`config.mk`:
```
export PLATFORM = sky130hd
export DESIGN_NAME = ddr_wr_rd_interrupt
export DESIGN_NICKNAME = d
export VERILOG_FILES = /design/src/rtl/ddr_wri_pkg.sv /design/src/rtl/wri_write_engine.sv /design/src/rtl/wri_read_ctrl.sv /design/src/rtl/ddr_wr_rd_interrupt.sv
export SDC_FILE = /design/constraint.sdc
export NUM_CORES = 1
export LEC_CHECK = 0
export BUFFER_PORTS_ARGS = -buffer_cell sky130_fd_sc_hd__buf_2
export CORE_AREA = 5 5 69 71
export CTS_CLUSTER_SIZE = 40
export DETAILED_ROUTE_END_ITERATION = 10
export DIE_AREA = 0 0 74 76
export MAX_ROUTING_LAYER = met4
export PLACE_DENSITY = 0.86
export SYNTH_ARGS = -nofsm -noshare
export SYNTH_HDL_FRONTEND = slang
export SYNTH_SLANG_ARGS = --single-unit
```
`constraint.sdc`:
```
create_clock -name clk -period 1.5 [get_ports clk]
set_clock_uncertainty 0.05 [all_clocks]
set_input_delay 0.225 -clock clk [delete_from_list [all_inputs] [get_ports clk]]
set_output_delay 0.225 -clock clk [all_outputs]
set_load 0.01 [all_outputs]
```
`src/rtl/ddr_wri_pkg.sv`:
```
package ddr_wri_pkg;

  typedef enum logic [1:0] {
    CMD_NOP   = 2'b00,
    CMD_WRITE = 2'b01,
    CMD_READ  = 2'b10
  } mem_cmd_e;

  typedef enum logic [1:0] {
    RS_IDLE,
    RS_HOLD,
    RS_CMD,
    RS_DATA
  } rd_state_e;

  // clocks needed to move one burst at two beats per clock
  function automatic int data_clocks(input int burst_len);
    return burst_len / 2;
  endfunction

  // count value (clocks after READ) of the final read-data clock
  function automatic int rd_last_tick(input int cas_lat, input int burst_len);
    return cas_lat + burst_len / 2 - 1;
  endfunction

  // per-slot mask word
  function automatic logic [1:0] slot_mask(input logic masked);
    return {masked, masked};
  endfunction

endpackage

```
`src/rtl/wri_write_engine.sv`:
```
module wri_write_engine
  import ddr_wri_pkg::*;
#(
  parameter int BURST_LEN = 8,
  parameter int DATA_W    = 16
) (
  input  logic                clk,
  input  logic                rst_n,
  input  logic                wr_start,
  input  logic                rd_start,
  input  logic                rd_owns_bus,
  input  logic [2*DATA_W-1:0] wr_pair,
  output logic                wcmd,
  output logic                data_act,
  output logic                bus_hot,
  output logic                wr_busy,
  output logic [2*DATA_W-1:0] dq_out,
  output logic                dq_oe,
  output logic [1:0]          dm_out,
  output logic                dqs_run
);

  localparam int DCLK = data_clocks(BURST_LEN);
  localparam int CW   = $clog2(DCLK + 1);
  localparam logic [CW-1:0] DCLK_V = CW'(DCLK);

  logic          wcmd_q;
  logic [CW-1:0] left_q;
  logic          mask_q;

  always_ff @(posedge clk) begin
    if (!rst_n) begin
      wcmd_q <= 1'b0;
      left_q <= '0;
      mask_q <= 1'b0;
    end else begin
      wcmd_q <= wr_start;
      if (wcmd_q)
        left_q <= DCLK_V;
      else if (left_q != '0)
        left_q <= left_q - 1'b1;
      if (wr_start)
        mask_q <= 1'b0;
      else if (rd_start)
        mask_q <= 1'b1;
    end
  end

  assign wcmd     = wcmd_q;
  assign data_act = (left_q != '0);
  assign wr_busy  = wcmd_q | data_act;
  assign bus_hot  = wcmd_q | (data_act & ~mask_q);
  assign dq_oe    = data_act & ~rd_owns_bus;
  assign dm_out   = data_act ? slot_mask(mask_q) : 2'b00;
  assign dqs_run  = data_act & ~mask_q;
  assign dq_out   = dq_oe ? wr_pair : '0;

  // data clocks start right after the WRITE clock
  assert_burst_follows_R1: assert property (@(posedge clk) disable iff (!rst_n)
    wcmd_q |=> data_act);

  // DQS toggles only while the controller still owns the bus
  assert_dqs_owned_R8: assert property (@(posedge clk) disable iff (!rst_n)
    dqs_run |-> !rd_owns_bus);

endmodule

```
`src/rtl/wri_read_ctrl.sv`:
```
module wri_read_ctrl
  import ddr_wri_pkg::*;
#(
  parameter int BURST_LEN = 8,
  parameter int CAS_LAT   = 3
) (
  input  logic       clk,
  input  logic       rst_n,
  input  logic       rd_start,
  input  logic       bus_hot,
  output logic       rd_busy,
  output logic       rd_cmd,
  output logic       rd_owns_bus,
  output logic [1:0] rd_valid
);

  localparam int LAST = rd_last_tick(CAS_LAT, BURST_LEN);
  localparam int CW   = $clog2(LAST + 1);
  localparam logic [CW-1:0] LAST_V = CW'(LAST);
  localparam logic [CW-1:0] CL_V   = CW'(CAS_LAT);

  rd_state_e     state_q;
  logic [CW-1:0] tick_q;

  always_ff @(posedge clk) begin
    if (!rst_n) begin
      state_q <= RS_IDLE;
      tick_q  <= '0;
    end else begin
      unique case (state_q)
        RS_IDLE: if (rd_start) state_q <= bus_hot ? RS_HOLD : RS_CMD;
        RS_HOLD: state_q <= RS_CMD;
        RS_CMD: begin
          state_q <= RS_DATA;
          tick_q  <= CW'(1);
        end
        RS_DATA: begin
          if (tick_q == LAST_V) begin
            state_q <= RS_IDLE;
            tick_q  <= '0;
          end else begin
            tick_q <= tick_q + 1'b1;
          end
        end
        default: state_q <= RS_IDLE;
      endcase
    end
  end

  assign rd_busy     = (state_q != RS_IDLE);
  assign rd_cmd      = (state_q == RS_CMD);
  assign rd_owns_bus = (state_q == RS_CMD) | (state_q == RS_DATA);
  assign rd_valid    = ((state_q == RS_DATA) && (tick_q >= CL_V)) ? 2'b11 : 2'b00;

  // a hold clock is always followed by the READ
  assert_hold_then_read_R7: assert property (@(posedge clk) disable iff (!rst_n)
    (state_q == RS_HOLD) |=> rd_cmd);

  // read data never shows up in the READ clock itself
  assert_no_data_at_cmd_R9: assert property (@(posedge clk) disable iff (!rst_n)
    rd_cmd |-> (rd_valid == 2'b00));

endmodule

```
`src/rtl/ddr_wr_rd_interrupt.sv`:
```
module ddr_wr_rd_interrupt
  import ddr_wri_pkg::*;
#(
  parameter int BURST_LEN = 8,
  parameter int CAS_LAT   = 3,
  parameter int DATA_W    = 16
) (
  input  logic                clk,
  input  logic                rst_n,
  input  logic                req_valid,
  input  logic                req_rd,
  output logic                req_ready,
  input  logic [2*DATA_W-1:0] wr_pair,
  output logic                wdata_pull,
  output logic [1:0]          mem_cmd,
  output logic [2*DATA_W-1:0] dq_out,
  output logic                dq_oe,
  output logic                dqs_oe,
  output logic                dqs_run,
  output logic [1:0]          dm_out,
  input  logic [2*DATA_W-1:0] dq_in,
  output logic [1:0]          rd_valid,
  output logic [2*DATA_W-1:0] rd_data
);

  logic accept, wr_start, rd_start;
  logic wcmd, data_act, bus_hot, wr_busy;
  logic rd_busy, rd_cmd, rd_owns_bus;

  assign req_ready = req_rd ? ~rd_busy : (~rd_busy & ~wr_busy);
  assign accept    = req_valid & req_ready;
  assign wr_start  = accept & ~req_rd;
  assign rd_start  = accept & req_rd;

  wri_write_engine #(.BURST_LEN(BURST_LEN), .DATA_W(DATA_W)) u_wr (
    .clk         (clk),
    .rst_n       (rst_n),
    .wr_start    (wr_start),
    .rd_start    (rd_start),
    .rd_owns_bus (rd_owns_bus),
    .wr_pair     (wr_pair),
    .wcmd        (wcmd),
    .data_act    (data_act),
    .bus_hot     (bus_hot),
    .wr_busy     (wr_busy),
    .dq_out      (dq_out),
    .dq_oe       (dq_oe),
    .dm_out      (dm_out),
    .dqs_run     (dqs_run)
  );

  wri_read_ctrl #(.BURST_LEN(BURST_LEN), .CAS_LAT(CAS_LAT)) u_rd (
    .clk         (clk),
    .rst_n       (rst_n),
    .rd_start    (rd_start),
    .bus_hot     (bus_hot),
    .rd_busy     (rd_busy),
    .rd_cmd      (rd_cmd),
    .rd_owns_bus (rd_owns_bus),
    .rd_valid    (rd_valid)
  );

  assign mem_cmd    = wcmd ? CMD_WRITE : (rd_cmd ? CMD_READ : CMD_NOP);
  assign dqs_oe     = dq_oe;
  assign wdata_pull = data_act;
  assign rd_data    = (rd_valid != 2'b00) ? dq_in : '0;

  // WRITE is never followed by READ on the next clock
  assert_no_read_after_write_R3: assert property (@(posedge clk) disable iff (!rst_n)
    (mem_cmd == CMD_WRITE) |=> (mem_cmd != CMD_READ));

  // an unmasked beat is never directly followed by READ
  assert_gap_before_read_R7: assert property (@(posedge clk) disable iff (!rst_n)
    (dq_oe && dm_out == 2'b00) |=> (mem_cmd != CMD_READ));

  // bus released in the READ clock and the clock after it
  assert_bus_free_at_read_R6: assert property (@(posedge clk) disable iff (!rst_n)
    (mem_cmd == CMD_READ) |-> (!dq_oe && !dqs_oe));
  assert_bus_free_next_R6: assert property (@(posedge clk) disable iff (!rst_n)
    (mem_cmd == CMD_READ) |=> !dq_oe);
  assert_bus_free_on_data_R6: assert property (@(posedge clk) disable iff (!rst_n)
    (rd_valid != 2'b00) |-> !dq_oe);

  // remaining beats at the READ clock are masked
  assert_mask_rest_R5: assert property (@(posedge clk) disable iff (!rst_n)
    (mem_cmd == CMD_READ && data_act) |-> (dm_out == 2'b11));

endmodule

```
# == Word level (Yosys, flattened, before mapping) ==
# Index checks and enable logic that the tools add are counted.
# classes
addsub,2
magnitude_cmp,1
n_eq_ne,6
mux,15
bitwise,15
reduce_logical,10
# ops
op,count
$mux W32,2
$mux W2,7
$mux W3,3
$pmux W2 S4,1
$reduce_bool A2 Y1,4
$and A1 B1 Y1,6
$not A1 Y1,6
$pmux W3 S2,1
$eq A2 B2 Y1 const B,2
$reduce_or A2 Y1,2
$add A3 B1 Y3 const B,1
$eq A3 B3 Y1 const B,1
$ge A3 B2 Y1 const B,1
$or A1 B1 Y1,3
$reduce_bool A3 Y1,1
$sub A3 B1 Y3 const B,1
$eq A2 B1 Y1 const B,1
$logic_not A2 Y1,1
$ne A2 B1 Y1 const B,1
$ne A2 B2 Y1 const B,1
$reduce_and A2 Y1,1
$logic_and A1 B1 Y1,1
$mux W1,1
# totals
reg_bits,10
output_inout_bits,75
word_cells,55

# == Depth between registers and ports, before layout ==
# logic_depth
ltp_word,9
depth_mapped,8

# == Hierarchy ==
# A second synthesis with hierarchy kept.
# hier_totals
cells_unflattened,146
hier_area_um2,1139.8
# by_module_without_submodules
mod,n_inst,cells_per_inst,area_per_inst_um2
wri_write_engine,1,64,491.7
wri_read_ctrl,1,39,356.6
ddr_wr_rd_interrupt,1,43,291.5

# == Worst setup path after synthesis ==
# No wires, ideal clock.
# synth_timing
path_type,flip-flop to output port
start,register u_wr.left_q[0]
end,output port dq_out[19]
arrival_time_ns,1.522
required_time_ns,1.225
setup_slack_ns,-0.297
stages_incl_launch_ff,8
path_cell_list,dfxtp_1 inv_1 ha_1 ha_1 buf_2 nor3_4 buf_2 and2_1
# synth_via
elab_chain_cells,3
# synth_rtl
item,line,source
"start, declared",wri_write_engine.sv:28,logic [CW-1:0] left_q;
"start signal, assigned",wri_write_engine.sv:41,left_q <= left_q - 1'b1;
$reduce_bool A3 Y1,wri_write_engine.sv:50,assign data_act = (left_q != '0);
$and A1 B1 Y1,wri_write_engine.sv:53,assign dq_oe = data_act & ~rd_owns_bus;
named net dq_oe,ddr_wr_rd_interrupt.sv:17,"output logic dq_oe,"
$mux W32,wri_write_engine.sv:56,assign dq_out = dq_oe ? wr_pair : '0;
"end, declared",ddr_wr_rd_interrupt.sv:16,"output logic [2*DATA_W-1:0] dq_out,"
# The timed path passes the listed nets, and every way through them passes these cells.

# == Worst setup path in the final report ==
# layout_timing
start,register u_wr.left_q[1]
end,output port dq_out[14]
# layout_via
elab_chain_cells,3
# layout_rtl
item,line
$reduce_bool A3 Y1,wri_write_engine.sv:50
$and A1 B1 Y1,wri_write_engine.sv:53
$mux W32,wri_write_engine.sv:56
# Every way passes these cells.

==> flow_summary.yaml <==
outcome:
  status: "finished with violations"
  violations: "negative setup slack"
logic_synthesis:
  synth_nets: 222
  syn_area_mm2: 0.00118
  synth_seq_cells: 10
  synthArstFlopShare_pct: 0
  yosysSeqAreaShare_pct: 16.9
  avgSynthCellArea_um2: 8.04
  syn_inst: 147
  ys.flop_type: "dfxtp_1"
  synth_enable_flop_cells: 0
  synth_cell_types: 30
  yosysWarningCount: 0
hold_path:
  hold_class: "input pin to flop"
  hold_path_end: "u_wr.wcmd"
  hold_start: "req_rd"
  min_path_cells: 2
setup_path:
  cp_data_arrival_time_ns: 1.61
  reg2reg_depth: 10
  end_kind: "primary output"
  crit_type: "flop to primary output"
  start_kind: "flop"
  cp_max_fo: 8
  ff2ff_setup_slack_ns: -0.16
  worstPathRequired_ns: 1.22
  r2r_start: "u_wr.left_q[1]"
  rr_endpoint: "u_rd.state_q[1]"
placement:
  dpl.hpwl_um: 3480
  gp_congestion: 0.753
  numPortBuffers: 142
global_route:
  overflow: 0
  grt_pass1_wl_um: 7940
  grt_antenna_before_repair: 0
  grt_usage_pct: 17.9
  grt_pass1_vias: 1659
  grt_max_degree: 18
sta:
  period_share_pct: 126
  maxSlewHeadroom_pct: 81.7
  setup_tns_ns: -23.03
  drv_slew: 0
  period_needed_ns: 1.89
  tightest_slew_ns: 0.274
  rsz0062_at_grt: "true"
  setup_viol: 77
  report.final.hold_viol_count: 0
  fmax_mhz: 530
  finalWorstSetupSlack_ns: -0.387
clock_network:
  numCtsBuffers: 3
  htreeDepth: 1
  clkTransAtPathRegs_ns: 0.05
  clock_latency_ns: 0.24
  cts_tree: "yes"
  cts.sinks: 10
  cts_hold_buf: 0
  cts-root-buf: "clkbuf_8"
  ctsLongestPathBuffers: 2
route:
  wl_met1_um: 2080
  drt_iter0_drc: 87
  drtPass1Iterations: 4
  vias_per_cell: 4.64
  wl_met3_um: 528
  dr_wl_met2_um: 3480
  vias: 1699
  drtAntennaViolNets: 0
  highest_layer: "met4"
  wl_per_cell_um: 17.2
  drc: 0
  wl_um: 6280
layout:
  layout_common_cells: "buf_6, buf_2, and2_4"
  seq_area_um2: 209
  diodes: 0
  nNetsFinal: 391
  drive_above_1_share_pct: 86.3
  syn_to_final_growth_pct: 153
  multi_input_area_mm2: 0.00115
  final_common_cell: "buf_6"
  fill_cells: 289
power_and_ir_drop:
  power.leakage_nw: 1.52
  power_mw: 4.42
  max-vdd-ir-drop_mv: 1.34
  power.density_mw_per_mm2: 1480
die:
  die_w_um: 74
  dieArea_mm2: 0.00562
  io_pins: 143
  rows: 24
  start_util_pct: 28.3
  die_h_um: 76
  coreArea_mm2: 0.00417
flow_run:
  drv_cap: 0
==> cell type report <==
type,instances,area share [%]
tap,52,2.17
sequential,10,6.98
inverter,10,1.34
clock buffer,3,1.38
multi-input combinational,119,38.5
timing repair buffer,172,49.7
==> registers in the layout (all words and copies together) (netlist names) <==
| register | count |
|---|---|
| u_rd.state_q | 2 |
| u_wr.wcmd | 1 |
| u_wr.mask_q | 1 |
| u_rd.tick_q | 3 |
| u_wr.left_q | 3 |
==> report_power, final <==
group,internal [mW],total [mW],switching (mW)
sequential,0.345,0.413,0.0676
clock,0.175,0.275,0.100
combinational,2.28,3.73,1.45
total,2.80,4.42,1.62
==> layer usage <==
layer  vias to the layer above  GRT usage [%]
met5                         -              -
met4                         0           5.25
met3                        17           3.03
met2                        80           34.7
met1                       796           17.4
li1                        806              -
==> synth_stat cells (all sizes together), types with 2 or more instances <==
master / number / share of area, %
inv: 10 / 3.2
o21ai: 3 / 1.3
ha: 7 / 7.4
clkbuf: 3 / 1.2
nor3b: 2 / 1.3
a21oi: 2 / 0.85
dfxtp: 10 / 17
buf: 10 / 6.7
a32oi: 2 / 1.5
and2: 67 / 41
o21a: 2 / 1.3
nand2b: 2 / 1.1
nor2b: 5 / 2.6
nand3b: 2 / 1.3
o221ai: 2 / 2.0
nand2: 4 / 1.3
nor2: 7 / 2.2
==> worst max-delay path: stages (launching register included) <==
cell,delay [ns]
dfxtp_2,0.32
inv_2,0.04
ha_4,0.16
ha_4,0.16
nor3_4,0.15
buf_6,0.15
clkbuf_16,0.14
and2_4,0.14
buf_6,0.10
==> cell families after synthesis <==
kind of cell,after synthesis,share of synthesized area (%)
AND/OR/NAND/NOR,91,52.8
buffers and inverters,23,11.0
AO/OA/AOI/OAI,14,10.3
multiplexers,1,0.847
flip-flops,10,16.9
XOR/XNOR,1,0.741
adder cells (fa/ha/maj),7,7.41
==> worst max path at each step <==
stage	from	end	slack, ns	depth (start not counted)
final	u_wr.left_q[1]	dq_out[14]	-0.39	8
after global routing	u_wr.left_q[1]	dq_out[14]	-0.46	8
after CTS	u_wr.left_q[1]	dq_out[4]	-0.38	8
after detailed placement	u_rd.tick_q[1]	rd_data[0]	-0.19	5
after global placement	u_rd.tick_q[1]	rd_data[1]	-0.15	5
after floorplan	u_wr.left_q[0]	dq_out[0]	-0.10	7
==> repair_timing <==
item                       CTS  global route
cloned                       5             3
gates resized for setup     62            56
buffers inserted             4             9
pin swaps                   21            18
setup endpoints to repair   74            80
==> through the flow <==
stage | area [um2] | utilization (%) | hold WS [ns] | worst slack (ns) | cells
finish | 2990 | 71.7 | 0.155 | -0.387 | 366
global placement | 2090 | 50.1 | 0.387 | -0.146 | 342
floorplan | 1320 | - | 0.251 | -0.102 | 147
detailed placement | 2090 | 50.1 | 0.402 | -0.188 | 342
CTS | 2590 | 62.1 | 0.154 | -0.383 | 354
global route | 2990 | 71.7 | 0.163 | -0.463 | 366
Power figures use the tool's default switching activity.
